==> config.mk <==
export PLATFORM = sky130hd
export DESIGN_NAME = msgirq_ctrl
export DESIGN_NICKNAME = d
export VERILOG_FILES = /design/src/rtl/irqc_pkg.sv /design/src/rtl/irqc_src_edge.sv /design/src/rtl/irqc_msg_fifo.sv /design/src/rtl/irqc_sys_regs.sv /design/src/rtl/msgirq_ctrl.sv
export SDC_FILE = /design/constraint.sdc
export NUM_CORES = 1
export LEC_CHECK = 0
export BUFFER_PORTS_ARGS = -buffer_cell sky130_fd_sc_hd__buf_4
export CAP_MARGIN = 10
export CORE_AREA = 2 2 185 187
export DETAILED_ROUTE_END_ITERATION = 8
export DIE_AREA = 0 0 187 189
export GPL_ROUTABILITY_DRIVEN = 0
export GPL_TIMING_DRIVEN = 0
export PLACE_DENSITY = 0.75
export SYNTH_ARGS = -nofsm -noshare
export SYNTH_HDL_FRONTEND = slang
export SYNTH_SLANG_ARGS = --single-unit
==> constraint.sdc <==
create_clock -name clk -period 2.51 [get_ports clk]
set_input_delay 0.6275 -clock clk [delete_from_list [all_inputs] [get_ports clk]]
set_output_delay 0.6275 -clock clk [all_outputs]
set_load 0.05 [all_outputs]
==> src/rtl/irqc_pkg.sv <==
// Package: irqc_pkg
// Holds the register byte offsets and fixed field positions shared by the
// interrupt controller, its sub-blocks and its checker.
package irqc_pkg;
    localparam int unsigned OFF_REQ   = 'h000;
    localparam int unsigned OFF_MASK  = 'h004;
    localparam int unsigned OFF_PEND  = 'h008;
    localparam int unsigned OFF_CTRL  = 'h00C;
    localparam int unsigned OFF_ADDR  = 'h010;
    localparam int unsigned OFF_PWR   = 'h100;
    localparam int unsigned OFF_ERR   = 'h104;
    localparam int unsigned OFF_VER   = 'h108;
    localparam int unsigned OFF_IORST = 'h10C;
    localparam int unsigned OFF_ARB   = 'h110;

    localparam int unsigned BUSERR_BIT   = 8;   // control bit that blocks messages
    localparam int unsigned PWR_OFF_CODE = 2;   // power-control value that requests off
    localparam int unsigned MSG_ALIGN    = 5;   // low address bits reused as payload
endpackage

==> src/rtl/irqc_src_edge.sv <==
// Module: irqc_src_edge
// Synchronizes N asynchronous level inputs through STAGES flops and flags a
// one-cycle rise for each input that goes from low to high.
// Assumes: STAGES >= 2; inputs are levels held for longer than one clock.
module irqc_src_edge #(
    parameter int N      = 32,
    parameter int STAGES = 2
) (
    input  logic         clk,
    input  logic         rst_n,
    input  logic [N-1:0] lvl_i,
    output logic [N-1:0] rise_o
);
    logic [N-1:0] sync_q [STAGES];
    logic [N-1:0] prev_q;

    // First synchronizer stage captures the raw levels.
    always_ff @(posedge clk) begin
        if (!rst_n) sync_q[0] <= '0;
        else        sync_q[0] <= lvl_i;
    end

    for (genvar s = 1; s < STAGES; s++) begin : g_stage
        // Further stages shift the level along the chain.
        always_ff @(posedge clk) begin
            if (!rst_n) sync_q[s] <= '0;
            else        sync_q[s] <= sync_q[s-1];
        end
    end

    // Previous synchronized level, kept for edge detection.
    always_ff @(posedge clk) begin
        if (!rst_n) prev_q <= '0;
        else        prev_q <= sync_q[STAGES-1];
    end

    assign rise_o = sync_q[STAGES-1] & ~prev_q;
endmodule

==> src/rtl/irqc_msg_fifo.sv <==
// Module: irqc_msg_fifo
// Small first-in first-out queue of message words with a valid/ready output.
// Assumes: DEPTH is a power of two and at least 2; a push while full is
// discarded by the caller (full is reported before any same-cycle pop).
module irqc_msg_fifo #(
    parameter int DEPTH = 4,
    parameter int W     = 64
) (
    input  logic         clk,
    input  logic         rst_n,
    input  logic         push_i,
    input  logic [W-1:0] push_data_i,
    output logic         full_o,
    output logic         valid_o,
    input  logic         ready_i,
    output logic [W-1:0] data_o
);
    localparam int PW = $clog2(DEPTH);
    localparam int CW = $clog2(DEPTH + 1);

    logic [W-1:0]  mem_q [DEPTH];
    logic [PW-1:0] wr_ptr_q, rd_ptr_q;
    logic [CW-1:0] count_q;
    logic          do_push, do_pop;

    assign full_o  = (count_q == CW'(DEPTH));
    assign valid_o = (count_q != '0);
    assign do_push = push_i && !full_o;
    assign do_pop  = valid_o && ready_i;
    assign data_o  = mem_q[rd_ptr_q];

    // Storage write on an accepted push.
    always_ff @(posedge clk) begin
        if (do_push) mem_q[wr_ptr_q] <= push_data_i;
    end

    // Pointer and occupancy bookkeeping.
    always_ff @(posedge clk) begin
        if (!rst_n) begin
            wr_ptr_q <= '0;
            rd_ptr_q <= '0;
            count_q  <= '0;
        end else begin
            if (do_push) wr_ptr_q <= wr_ptr_q + 1'b1;
            if (do_pop)  rd_ptr_q <= rd_ptr_q + 1'b1;
            case ({do_push, do_pop})
                2'b10:   count_q <= count_q + 1'b1;
                2'b01:   count_q <= count_q - 1'b1;
                default: count_q <= count_q;
            endcase
        end
    end
endmodule

==> src/rtl/irqc_sys_regs.sv <==
// Module: irqc_sys_regs
// System-control register group: power control, error log (with a sticky
// overflow bit), version, I/O reset and arbitration mask.
// Assumes: read data is combinational here and registered by the parent;
// offsets outside this group read as zero.
module irqc_sys_regs
    import irqc_pkg::*;
#(
    parameter int AW      = 12,
    parameter int DW      = 32,
    parameter int OVF_BIT = 31
) (
    input  logic          clk,
    input  logic          rst_n,
    input  logic          wr_i,
    input  logic [AW-1:0] addr_i,
    input  logic [DW-1:0] wdata_i,
    input  logic          ovf_i,
    output logic [DW-1:0] rdata_o,
    output logic [DW-1:0] errlog_o,
    output logic          power_off_o
);
    localparam logic [AW-1:0] A_PWR = AW'(OFF_PWR);
    localparam logic [AW-1:0] A_ERR = AW'(OFF_ERR);
    localparam logic [AW-1:0] A_ARB = AW'(OFF_ARB);

    logic [DW-1:0] err_q, arb_q;
    logic          poff_q;
    logic [DW-1:0] err_d;

    // Next error-log value: software write first, then overflow sets its bit.
    always_comb begin
        err_d = err_q;
        if (wr_i && addr_i == A_ERR) err_d = wdata_i;
        if (ovf_i) err_d[OVF_BIT] = 1'b1;
    end

    // Register updates and the one-cycle power-off pulse.
    always_ff @(posedge clk) begin
        if (!rst_n) begin
            err_q  <= '0;
            arb_q  <= '0;
            poff_q <= 1'b0;
        end else begin
            err_q  <= err_d;
            if (wr_i && addr_i == A_ARB) arb_q <= wdata_i;
            poff_q <= wr_i && addr_i == A_PWR && wdata_i == DW'(PWR_OFF_CODE);
        end
    end

    // Read mux; power, version and I/O reset read as zero.
    always_comb begin
        if (addr_i == A_ERR)      rdata_o = err_q;
        else if (addr_i == A_ARB) rdata_o = arb_q;
        else                      rdata_o = '0;
    end

    assign errlog_o    = err_q;
    assign power_off_o = poff_q;
endmodule

==> src/rtl/msgirq_ctrl.sv <==
// Module: msgirq_ctrl
// Interrupt controller that delivers interrupts as posted memory writes.
// Holds request, mask, pending, control and address registers, queues one
// message per cycle with a qualifying source edge, and hosts the system group.
// Assumes: NSRC <= DW; one register access per cycle; read data one cycle later.
module msgirq_ctrl
    import irqc_pkg::*;
#(
    parameter int              AW          = 12,
    parameter int              DW          = 32,
    parameter int              NSRC        = 32,
    parameter int              FIFO_DEPTH  = 4,
    parameter int              SYNC_STAGES = 2,
    parameter int              OVF_BIT     = 31,
    parameter logic [DW-1:0]   IAR_RESET   = 32'hFFFE_0003,
    parameter logic [NSRC-1:0] LEGAL_MASK  = 32'h043F_63A0
) (
    input  logic            clk,
    input  logic            rst_n,
    input  logic [NSRC-1:0] src_i,
    input  logic            reg_wr_i,
    input  logic            reg_rd_i,
    input  logic [AW-1:0]   reg_addr_i,
    input  logic [DW-1:0]   reg_wdata_i,
    output logic [DW-1:0]   reg_rdata_o,
    output logic            msg_valid_o,
    input  logic            msg_ready_i,
    output logic [DW-1:0]   msg_addr_o,
    output logic [DW-1:0]   msg_data_o,
    output logic            power_off_o,
    output logic            bad_mask_o
);
    localparam int            MSG_W      = 2 * DW;
    localparam logic [DW-1:0] LOW_BITS   = DW'((1 << MSG_ALIGN) - 1);
    localparam logic [AW-1:0] A_REQ      = AW'(OFF_REQ);
    localparam logic [AW-1:0] A_MASK     = AW'(OFF_MASK);
    localparam logic [AW-1:0] A_PEND     = AW'(OFF_PEND);
    localparam logic [AW-1:0] A_CTRL     = AW'(OFF_CTRL);
    localparam logic [AW-1:0] A_ADDR     = AW'(OFF_ADDR);

    logic [NSRC-1:0]  rise, req_q, mask_q, pend_q;
    logic             buserr_q, bad_q;
    logic [DW-1:0]    iar_q, core_rdata, sys_rdata, rdata_q, errlog_w;
    logic             qualify, fifo_full, ovf, pend_clr, mask_illegal;
    logic [MSG_W-1:0] push_word, head_word;

    irqc_src_edge #(.N(NSRC), .STAGES(SYNC_STAGES)) u_edge (
        .clk(clk), .rst_n(rst_n), .lvl_i(src_i), .rise_o(rise)
    );

    assign qualify   = (|(rise & mask_q)) && !buserr_q;
    assign ovf       = qualify && fifo_full;
    assign push_word = {iar_q & ~LOW_BITS, iar_q & LOW_BITS};
    assign pend_clr  = (reg_rd_i || reg_wr_i) && reg_addr_i == A_PEND;
    assign mask_illegal = (|(reg_wdata_i[NSRC-1:0] & ~LEGAL_MASK))
                          && !(&reg_wdata_i[NSRC-1:0]);

    irqc_msg_fifo #(.DEPTH(FIFO_DEPTH), .W(MSG_W)) u_fifo (
        .clk(clk), .rst_n(rst_n),
        .push_i(qualify), .push_data_i(push_word), .full_o(fifo_full),
        .valid_o(msg_valid_o), .ready_i(msg_ready_i), .data_o(head_word)
    );

    assign msg_addr_o = head_word[MSG_W-1:DW];
    assign msg_data_o = head_word[DW-1:0];

    irqc_sys_regs #(.AW(AW), .DW(DW), .OVF_BIT(OVF_BIT)) u_sys (
        .clk(clk), .rst_n(rst_n), .wr_i(reg_wr_i), .addr_i(reg_addr_i),
        .wdata_i(reg_wdata_i), .ovf_i(ovf), .rdata_o(sys_rdata),
        .errlog_o(errlog_w), .power_off_o(power_off_o)
    );

    // Interrupt register state: request, pending, mask, control, address.
    always_ff @(posedge clk) begin
        if (!rst_n) begin
            req_q    <= '0;
            pend_q   <= '0;
            mask_q   <= '0;
            buserr_q <= 1'b0;
            iar_q    <= IAR_RESET;
            bad_q    <= 1'b0;
        end else begin
            req_q  <= req_q | (rise & mask_q);
            pend_q <= (pend_clr ? '0 : pend_q) | rise;
            bad_q  <= reg_wr_i && reg_addr_i == A_MASK && mask_illegal;
            if (reg_wr_i && reg_addr_i == A_MASK) mask_q   <= reg_wdata_i[NSRC-1:0];
            if (reg_wr_i && reg_addr_i == A_CTRL) buserr_q <= reg_wdata_i[BUSERR_BIT];
            if (reg_wr_i && reg_addr_i == A_ADDR) iar_q    <= reg_wdata_i;
        end
    end

    // Read mux for the interrupt register group.
    always_comb begin
        core_rdata = '0;
        case (reg_addr_i)
            A_REQ:   core_rdata = DW'(req_q);
            A_MASK:  core_rdata = DW'(mask_q);
            A_PEND:  core_rdata = DW'(pend_q);
            A_CTRL:  core_rdata[BUSERR_BIT] = buserr_q;
            A_ADDR:  core_rdata = iar_q;
            default: core_rdata = '0;
        endcase
    end

    // Registered read data, loaded only on a read strobe.
    always_ff @(posedge clk) begin
        if (!rst_n)        rdata_q <= '0;
        else if (reg_rd_i) rdata_q <= core_rdata | sys_rdata;
    end

    assign reg_rdata_o = rdata_q;
    assign bad_mask_o  = bad_q;
endmodule

==> results by group, run 1 <==
Synth
  – Synth warn: 0
  – Synth cell types: between 40 and 50
  – Sequential area share after synthesis: 0.5977
  – Post-synthesis register bit count: 460
  – Post-Syn Area per Cell: 10.96 sq um
  – Synth Flop Type: dfxtp_1
  – Mapped cell area: about 18000 sq um
  – Largest area contributor in the netlist: dfxtp_1
  – Synth async-reset ratio: 0
  – Largest cells by area after synthesis: dfxtp_1, edfxtp_1, nand2_1
  – Number of flops mapped to enable cells by yosys: roughly 130
  – Gate Count Post-Synth: between 1500 and 2000
  – Synth top area share: 0.3787

Floorplanning
  – Core area: 33280 sq um
  – Boundary pin count: 180
  – Die area: ~35000 sq um
  – Cell Rows: 67
  – Die width: around 190 microns
  – Initial core utilization: 0.5274
  – Die H: 189 microns

Power and ir drop
  – Final Power: 15310 uW
  – Pwr/cell area: about 720 nW/um^2
  – Pleak: roughly 0.0076 uW
  – Peak VDD IR: between 0.0004 and 0.0005 V

Detailed routing
  – Vias/cell: between 5 and 6
  – DR iter-0 viols: ~1700
  – Routed wire per std cell: ~22 microns
  – Detailed Route WL: 51.11 mm
  – DRC Markers: 0
  – Detailed-route via count: 13470
  – Antenna-violating nets left: 0
  – DR pass1 iterations: 8

STA
  – Period minus WS final: roughly 2.6 ns
  – Final period utilization: 1.043
  – Final WS setup: -0.1090 ns
  – Fin. Hold Viols: 0
  – RSZ-0062 raised after global routing: true
  – Achievable Freq: 0.3818 GHz
  – Fin. max-slew vios: 0
  – Final Setup Violations: 34
  – Worst-Margin Slew: 0.9994 ns
  – Clk_skew: 0.01510 ns
  – Worst rel slew slack: 0.3337

Clock network
  – CTS tree: done
  – Clk_lat worst skew: ~0.54 ns
  – CTS root buf: clkbuf_16
  – Hold Buf Count CTS: 0
  – Number of CTS-inserted buffers: between 40 and 50
  – CTS max path bufs: 3
  – H-tree levels: 2
  – Sink Count: 460
  – Reg clk slew, reported paths: 0.06 ns

GRT
  – Gr usage total: 0.2820
  – Initial antenna violation count: 1
  – Vias in the first global route: ~13000
  – Pin count of the biggest net entering global routing: 33
  – First-pass GRT wire length: 75.81 mm
  – Grt ovf: 0

Setup path
  – Worst Path Required: 2.97 ns
  – Setup crit start: mask_q[6]$_SDFFE_PN0P_
  – Setup crit end kind: register
  – Crit path max fanout: 3
  – Crit path kind: reg2reg
  – CP arrival: about 3 ns
  – Worst r2r src: mask_q[6]$_SDFFE_PN0P_
  – CP Launch Type: register

Outcome
  – Status: finished with violations
  – Failing checks: negative setup slack

Place
  – Port bufs: 145
  – Placed Area: 19320 sq um
  – Post-DP HPWL: ~36 mm
  – Cells after DPL: roughly 2200

Cells and area
  – Filler instances: roughly 2600
  – Share of layout cells above drive strength 1: 0.1849
  – Final Non-Filler Cells: roughly 2300
  – Nets: 1921
  – Synth-to-Final Area Change: 20.78%
  – Finished Cell Area: approximately 21000 sq um

Hold path
  – Hold_sp: src_i[16]
  – Worst hold path type: in2reg

Run
  – MaxCap Viol Count: 0
-- cells in the final DEF, fill, tap and decap left out, types with 26 or more instances in the layout --
cell | synthesis | layout
buf_6 | 0 | 32
nor2_1 | 26 | 26
clkbuf_1 | 70 | 75
a221oi_1 | 54 | 53
edfxtp_1 | 128 | 128
conb_1 | 1 | 32
dfxtp_1 | 332 | 328
inv_1 | 38 | 36
mux4_2 | 32 | 32
nand2_1 | 271 | 271
nand3b_1 | 32 | 32
and2_1 | 110 | 106
buf_2 | 29 | 26
a22oi_1 | 35 | 35
buf_4 | 34 | 156
a21oi_1 | 61 | 61
a21boi_0 | 120 | 119
nor2b_1 | 65 | 65
clkbuf_16 | 0 | 49
o21ai_0 | 35 | 35
-- worst paths after layout --
kind,end,slack [ns],cells past startpoint
worst max-delay path,u_fifo.count_q[2]$_SDFFE_PN0P_,-0.11,12
worst min register to register,u_edge.sync_q[1][25]$_SDFF_PN0_,0.43,1
worst max register to register,u_fifo.count_q[2]$_SDFFE_PN0P_,-0.11,12
worst min-delay path,u_edge.sync_q[0][16]$_SDFF_PN0_,0.29,2
-- metal layers --
| layer | share of wire | wire [microns] | global-route usage | vias to the layer above |
|---|---|---|---|---|
| met5 | 0.00018 | 9 | 0 | - |
| met2 | 0.44 | 22430 | 0.4342 | 833 |
| met3 | 0.12 | 5880 | 0.06895 | 197 |
| met4 | 0.055 | 2796 | 0.1447 | 2 |
| met1 | 0.39 | 20000 | 0.3724 | 6415 |
| li1 | - | - | - | 6024 |
-- cell type report --
cell class / instances / area, sq um / area share
timing repair buffer: 156 / 1344 / 0.06339
sequential: 460 / 10500 / 0.4952
buffer: 134 / 724.4 / 0.03418
inverter: 39 / 146.4 / 0.006906
clock inverter: 14 / 168.9 / 0.007968
antenna: 1 / 2.502 / 0.0001180
tap: 448 / 560.5 / 0.02644
multi-input combinational: 999 / 6445 / 0.3040
clock buffer: 64 / 1309 / 0.06174
-- cells in the mapped netlist, types with 35 or more instances --
cell / count
a22oi_1: 35
nor2b_1: 65
a21boi_0: 120
dfxtp_1: 332
o21ai_0: 35
nand2_1: 271
inv_1: 38
edfxtp_1: 128
a21oi_1: 61
and2_1: 110
clkbuf_1: 70
a221oi_1: 54
-- critical path, stage by stage (launching register included) --
cell and delay, ns:
dfxtp_2 0.35, nand3b_1 0.23, nand4_1 0.20, nor4_4 0.30, buf_4 0.19, a221oi_4 0.07, inv_2 0.08, ha_4 0.13
inv_2 0.04, fa_2 0.33, xor2_1 0.16, or3_1 0.31, a21boi_1 0.16
-- per-stage QoR --
stage	utilization	setup TNS (ns)	hold WS, ns	setup WS [ns]
after floorplan	-	0	0.4119	0.03374
after global routing	0.6369	-2.348	0.2862	-0.2102
after global placement	0.5804	-185.63	0.4165	-0.9455
after detailed placement	0.5805	-127.64	0.4184	-0.7516
final	0.6369	-0.8773	0.2943	-0.1090
after CTS	0.6302	-0.08845	0.2862	-0.08845
-- power breakdown --
group / switching (uW) / leakage, uW / internal [uW] / total (uW)
logic: 537 / 0.00299 / 291 / 828
registers: 65.1 / 0.00385 / 7700 / 7760
clock network: 2700 / 0.000727 / 4020 / 6720
-- sequential cells by signal, summed over array words and instances, names as in the netlist, named ones only --
signal / cells
u_fifo.mem_q: 128
iar_q: 32
req_q: 32
u_sys.errlog_o: 32
u_fifo.count_q: 3
u_sys.arb_q: 32
u_sys.power_off_o: 1
u_fifo.rd_ptr_q: 2
u_fifo.wr_ptr_q: 2
u_edge.sync_q: 64
reg_rdata_o: 32
mask_q: 32
u_edge.prev_q: 32
bad_mask_o: 1
buserr_q: 1
pend_q: 32
-- timing repair --
item	CTS	global route
pin swaps	6	5
endpoints found under the hold margin	0	0
gates resized for setup	40	35
gates cloned	0	3
setup buffers	5	3
setup endpoints to repair	186	31
-- cell families after synthesis --
kind of cell               count (synthesis)  synth area share
AOI/OAI and AO/OA                        346            0.1381
xor gates and xnor gates                   4          0.001997
adders and majority gates                  6          0.004705
buffers and inverters                    174           0.04655
DFF                                      460            0.5977
muxes                                     36           0.04342
other                                      1         0.0002137
and+or+nand+nor                          575            0.1673
Power figures use the tool's default switching activity.
==> run 2, diff against run 1 <==
Settings changed: CORE_AREA 2 2 185 187 to 2 2 207 209, DIE_AREA 0 0 187 189 to 0 0 209 211, PLACE_DENSITY 0.75 to 0.76, SYNTH_HIERARCHICAL set to 1.
==> run 2 against run 1 <==
  * The run ends with design-rule violations, negative setup slack left
  * Combinational power is 8.5% higher
  * Non-clock buffer count increased by 69
  * Final cell count up 21%
  * Sequential cell count grew 128
  * Die area rose by 25%
  * Design area rose by 36%
  * Utilization is 5.1 points higher
  * Sequential share of layout area rose by 0.39 points
  * Clock power is 27% higher
  * Critical endpoint is now u_fifo/mem_q[2][54]$_DFFE_PP_
  * Count of clock-buffer cells in the layout grew 25
==> results by group, run 2 <==
Outcome
  – Status: finished with violations
  – Failing checks: design-rule violations, negative setup slack

Synth
  – Post-synth top cells: dfxtp_1, edfxtp_1, nand2_1
  – Synth async-reset ratio: 0
  – Post-Syn Area per Cell: 12.76 sq um
  – Gate Count Post-Synth: 1780
  – Post-synthesis register bit count: approximately 590
  – Number of flops mapped to enable cells by yosys: 256
  – Synth top area share: 0.3384
  – Synth warn: 6
  – Synth cell types: 56
  – Synth Flop Type: dfxtp_1
  – Cell with the most instances after synthesis: dfxtp_1
  – Sequential area share after synthesis: 0.6309
  – Largest cells by area after synthesis: edfxtp_1, dfxtp_1, mux4_2
  – Largest area contributor in the netlist: edfxtp_1
  – Mapped cell area: 22720 sq um

Setup path
  – CP most frequent cell: buf_6
  – Crit path max-delay family: buffers and inverters
  – Crit path kind: reg2reg
  – Worst Path Required: a little under 3 ns
  – Buf+Inv Stages, Crit Path: 7
  – Setup crit end kind: register
  – CP max-delay cell: dfxtp_2
  – Crit path max fanout: 5
  – CP Launch Type: register
  – CP max stage delay: approximately 0.32 ns
  – CP arrival: ~3.2 ns
  – CP Cell Sequence: nor2b_4 -> a22o_1 -> a221oi_4 -> and4_4 -> a21oi_2 -> nor2b_4 -> buf_4 -> buf_6 -> buf_6 -> buf_6 -> buf_6 -> and2_4 -> buf_8 -> clkbuf_16

Power and ir drop
  – Pwr/cell area: a little under 700 nW/um^2
  – Peak VDD IR: between 0.0005 and 0.0006 V
  – Final Power: a little under 20000 uW
  – Pleak: between 0.01 and 0.015 uW

Floorplanning
  – Core area: about 42000 sq um
  – Boundary pin count: 180
  – Die width: 209 microns
  – Die area: approximately 44000 sq um
  – Die H: ~210 microns
  – Initial core utilization: 0.5441
  – Cell Rows: between 70 and 80

Detailed routing
  – DR iter-0 viols: between 1500 and 2000
  – DRC Markers: 1
  – Routed wire per std cell: approximately 25 microns
  – Antenna-violating nets left: 0
  – DR pass1 iterations: 9
  – Vias/cell: 5.950
  – Detailed-route via count: roughly 17000
  – Detailed Route WL: 68.48 mm

GRT
  – Pin count of the biggest net entering global routing: 38
  – Initial antenna violation count: 0
  – Gr usage total: 0.2827
  – Grt ovf: 0
  – First-pass GRT wire length: around 93 mm
  – Vias in the first global route: between 15000 and 20000

Cells and area
  – Top flop regs: u_fifo/mem_q: 256 flops, u_edge/sync_q: 64 flops
  – Diodes inserted: 0
  – Share of layout cells above drive strength 1: 0.2191
  – Commonest non-fill, non-tap cell in the layout: dfxtp_1
  – Nets: 2296
  – Most frequent cells in the layout: dfxtp_1, edfxtp_1, nand2_1
  – Final Non-Filler Cells: ~2800
  – Reg with most FFs: u_fifo/mem_q
  – Synth-to-Final Area Change: 26.48%
  – Core Util, Final: 0.6881
  – Max reg flops: ~260

Place
  – Cells after DPL: around 2600
  – Post-DP HPWL: roughly 42 mm
  – Port bufs: 177

STA
  – Final hold slack: ~0.21 ns
  – Achievable Freq: approximately 0.36 GHz
  – Worst rel slew slack: 0.3802
  – Worst-Margin Slew: between 0.9 and 1 ns
  – Final Setup Violations: 313
  – Period minus WS final: about 2.8 ns
  – RSZ-0062 raised after global routing: true
  – Final WS setup: -0.2831 ns
  – Fin. Hold Viols: 0
  – Clk_skew: 0.03337 ns
  – Fin. max-slew vios: 0
  – Final period utilization: 1.113

Clock network
  – Hold Buf Count CTS: 0
  – Number of CTS-inserted buffers: 56
  – CTS tree: done
  – H-tree levels: 2
  – CTS root buf: clkbuf_16
  – Reg clk slew, reported paths: about 0.06 ns
  – CTS max path bufs: 3
  – Clk_lat worst skew: ~0.63 ns
  – Sink Count: 588

Hold path
  – Worst hold path type: in2reg

Run
  – MaxCap Viol Count: 0
run 2: changes by cell type after synthesis, moves of 61 or more:
cell,before,now
a21boi_0,120,1
edfxtp_1,128,256
mux2i_1,3,99
nand2_1,271,186
nand3_1,22,83
o21a_1,1,64
run 2: cell families after synthesis:
kind of cell / after synthesis / share of synthesized area
XOR/XNOR: 4 / 0.001542
multiplexers: 163 / 0.1077
other: 1 / 0.0001651
AO/OA/AOI/OAI: 283 / 0.08635
adder cells (fa/ha/maj): 6 / 0.003635
AND/OR/NAND/NOR: 605 / 0.1389
buffers and inverters: 130 / 0.03073
flip-flops: 588 / 0.6309
run 2: worst paths after layout:
path | from | end | slack (ns) | depth (start not counted)
hold reg to reg | u_edge/sync_q[0][5]$_SDFF_PN0_ | u_edge/sync_q[1][5]$_SDFF_PN0_ | 0.43 | 1
setup / recovery | u_edge/sync_q[1][23]$_SDFF_PN0_ | u_fifo/mem_q[2][54]$_DFFE_PP_ | -0.28 | 14
hold / removal | src_i[25] | u_edge/sync_q[0][25]$_SDFF_PN0_ | 0.21 | 2
setup reg to reg | u_edge/sync_q[1][23]$_SDFF_PN0_ | u_fifo/mem_q[2][54]$_DFFE_PP_ | -0.28 | 14
run 2: area by class of cell:
cell class              count  area, sq um
flip-flops and latches    588        14340
well taps                 539        674.4
multi-input cells        1195         8393
fillers                  2927        13020
clock buffers              89         1698
repair buffers            239         2760
plain buffers             120        685.7
inverters                   9        33.78
clock inverters            15        147.6
run 2: timing repair:
action | 4_1_cts | 5_1_grt
pin swaps | 10 | 5
gates resized for setup | 117 | 47
setup endpoints to repair | 323 | 300
buffers inserted | 13 | 12
cloned | 7 | 33
run 2: stage by stage:
step                      area [sq um]  setup TNS, ns  setup WS [ns]
final                            28740         -54.50        -0.2831
after global routing             28740         -74.45        -0.3531
after CTS                        27840         -9.610        -0.2163
after detailed placement         25350        -123.78        -0.5756
after global placement           25250        -331.96         -1.244
after floorplan                  23250        -0.7205      -0.002814
run 2: where the power goes:
| part | leakage (uW) | switching, uW | internal [uW] |
|---|---|---|---|
| clock | 0.000920 | 3660 | 4850 |
| combinational | 0.00508 | 590 | 308 |
| sequential | 0.00507 | 61.6 | 10000 |
run 2: metal layers:
metal	up-vias	routed length [microns]	track usage
met3	211	6539	0.05412
li1	7248	-	-
met5	-	0	0
met1	8159	24530	0.3619
met4	0	3636	0.1214
met2	1006	33770	0.4733
run 2: worst reg2reg max path, delay by kind of cell (launching register included):
family / cells / cell delay (ns)
DFF: 1 / 0.32
and+or+nand+nor: 4 / 0.76
AOI/OAI and AO/OA: 3 / 0.55
buffers and inverters: 7 / 0.91
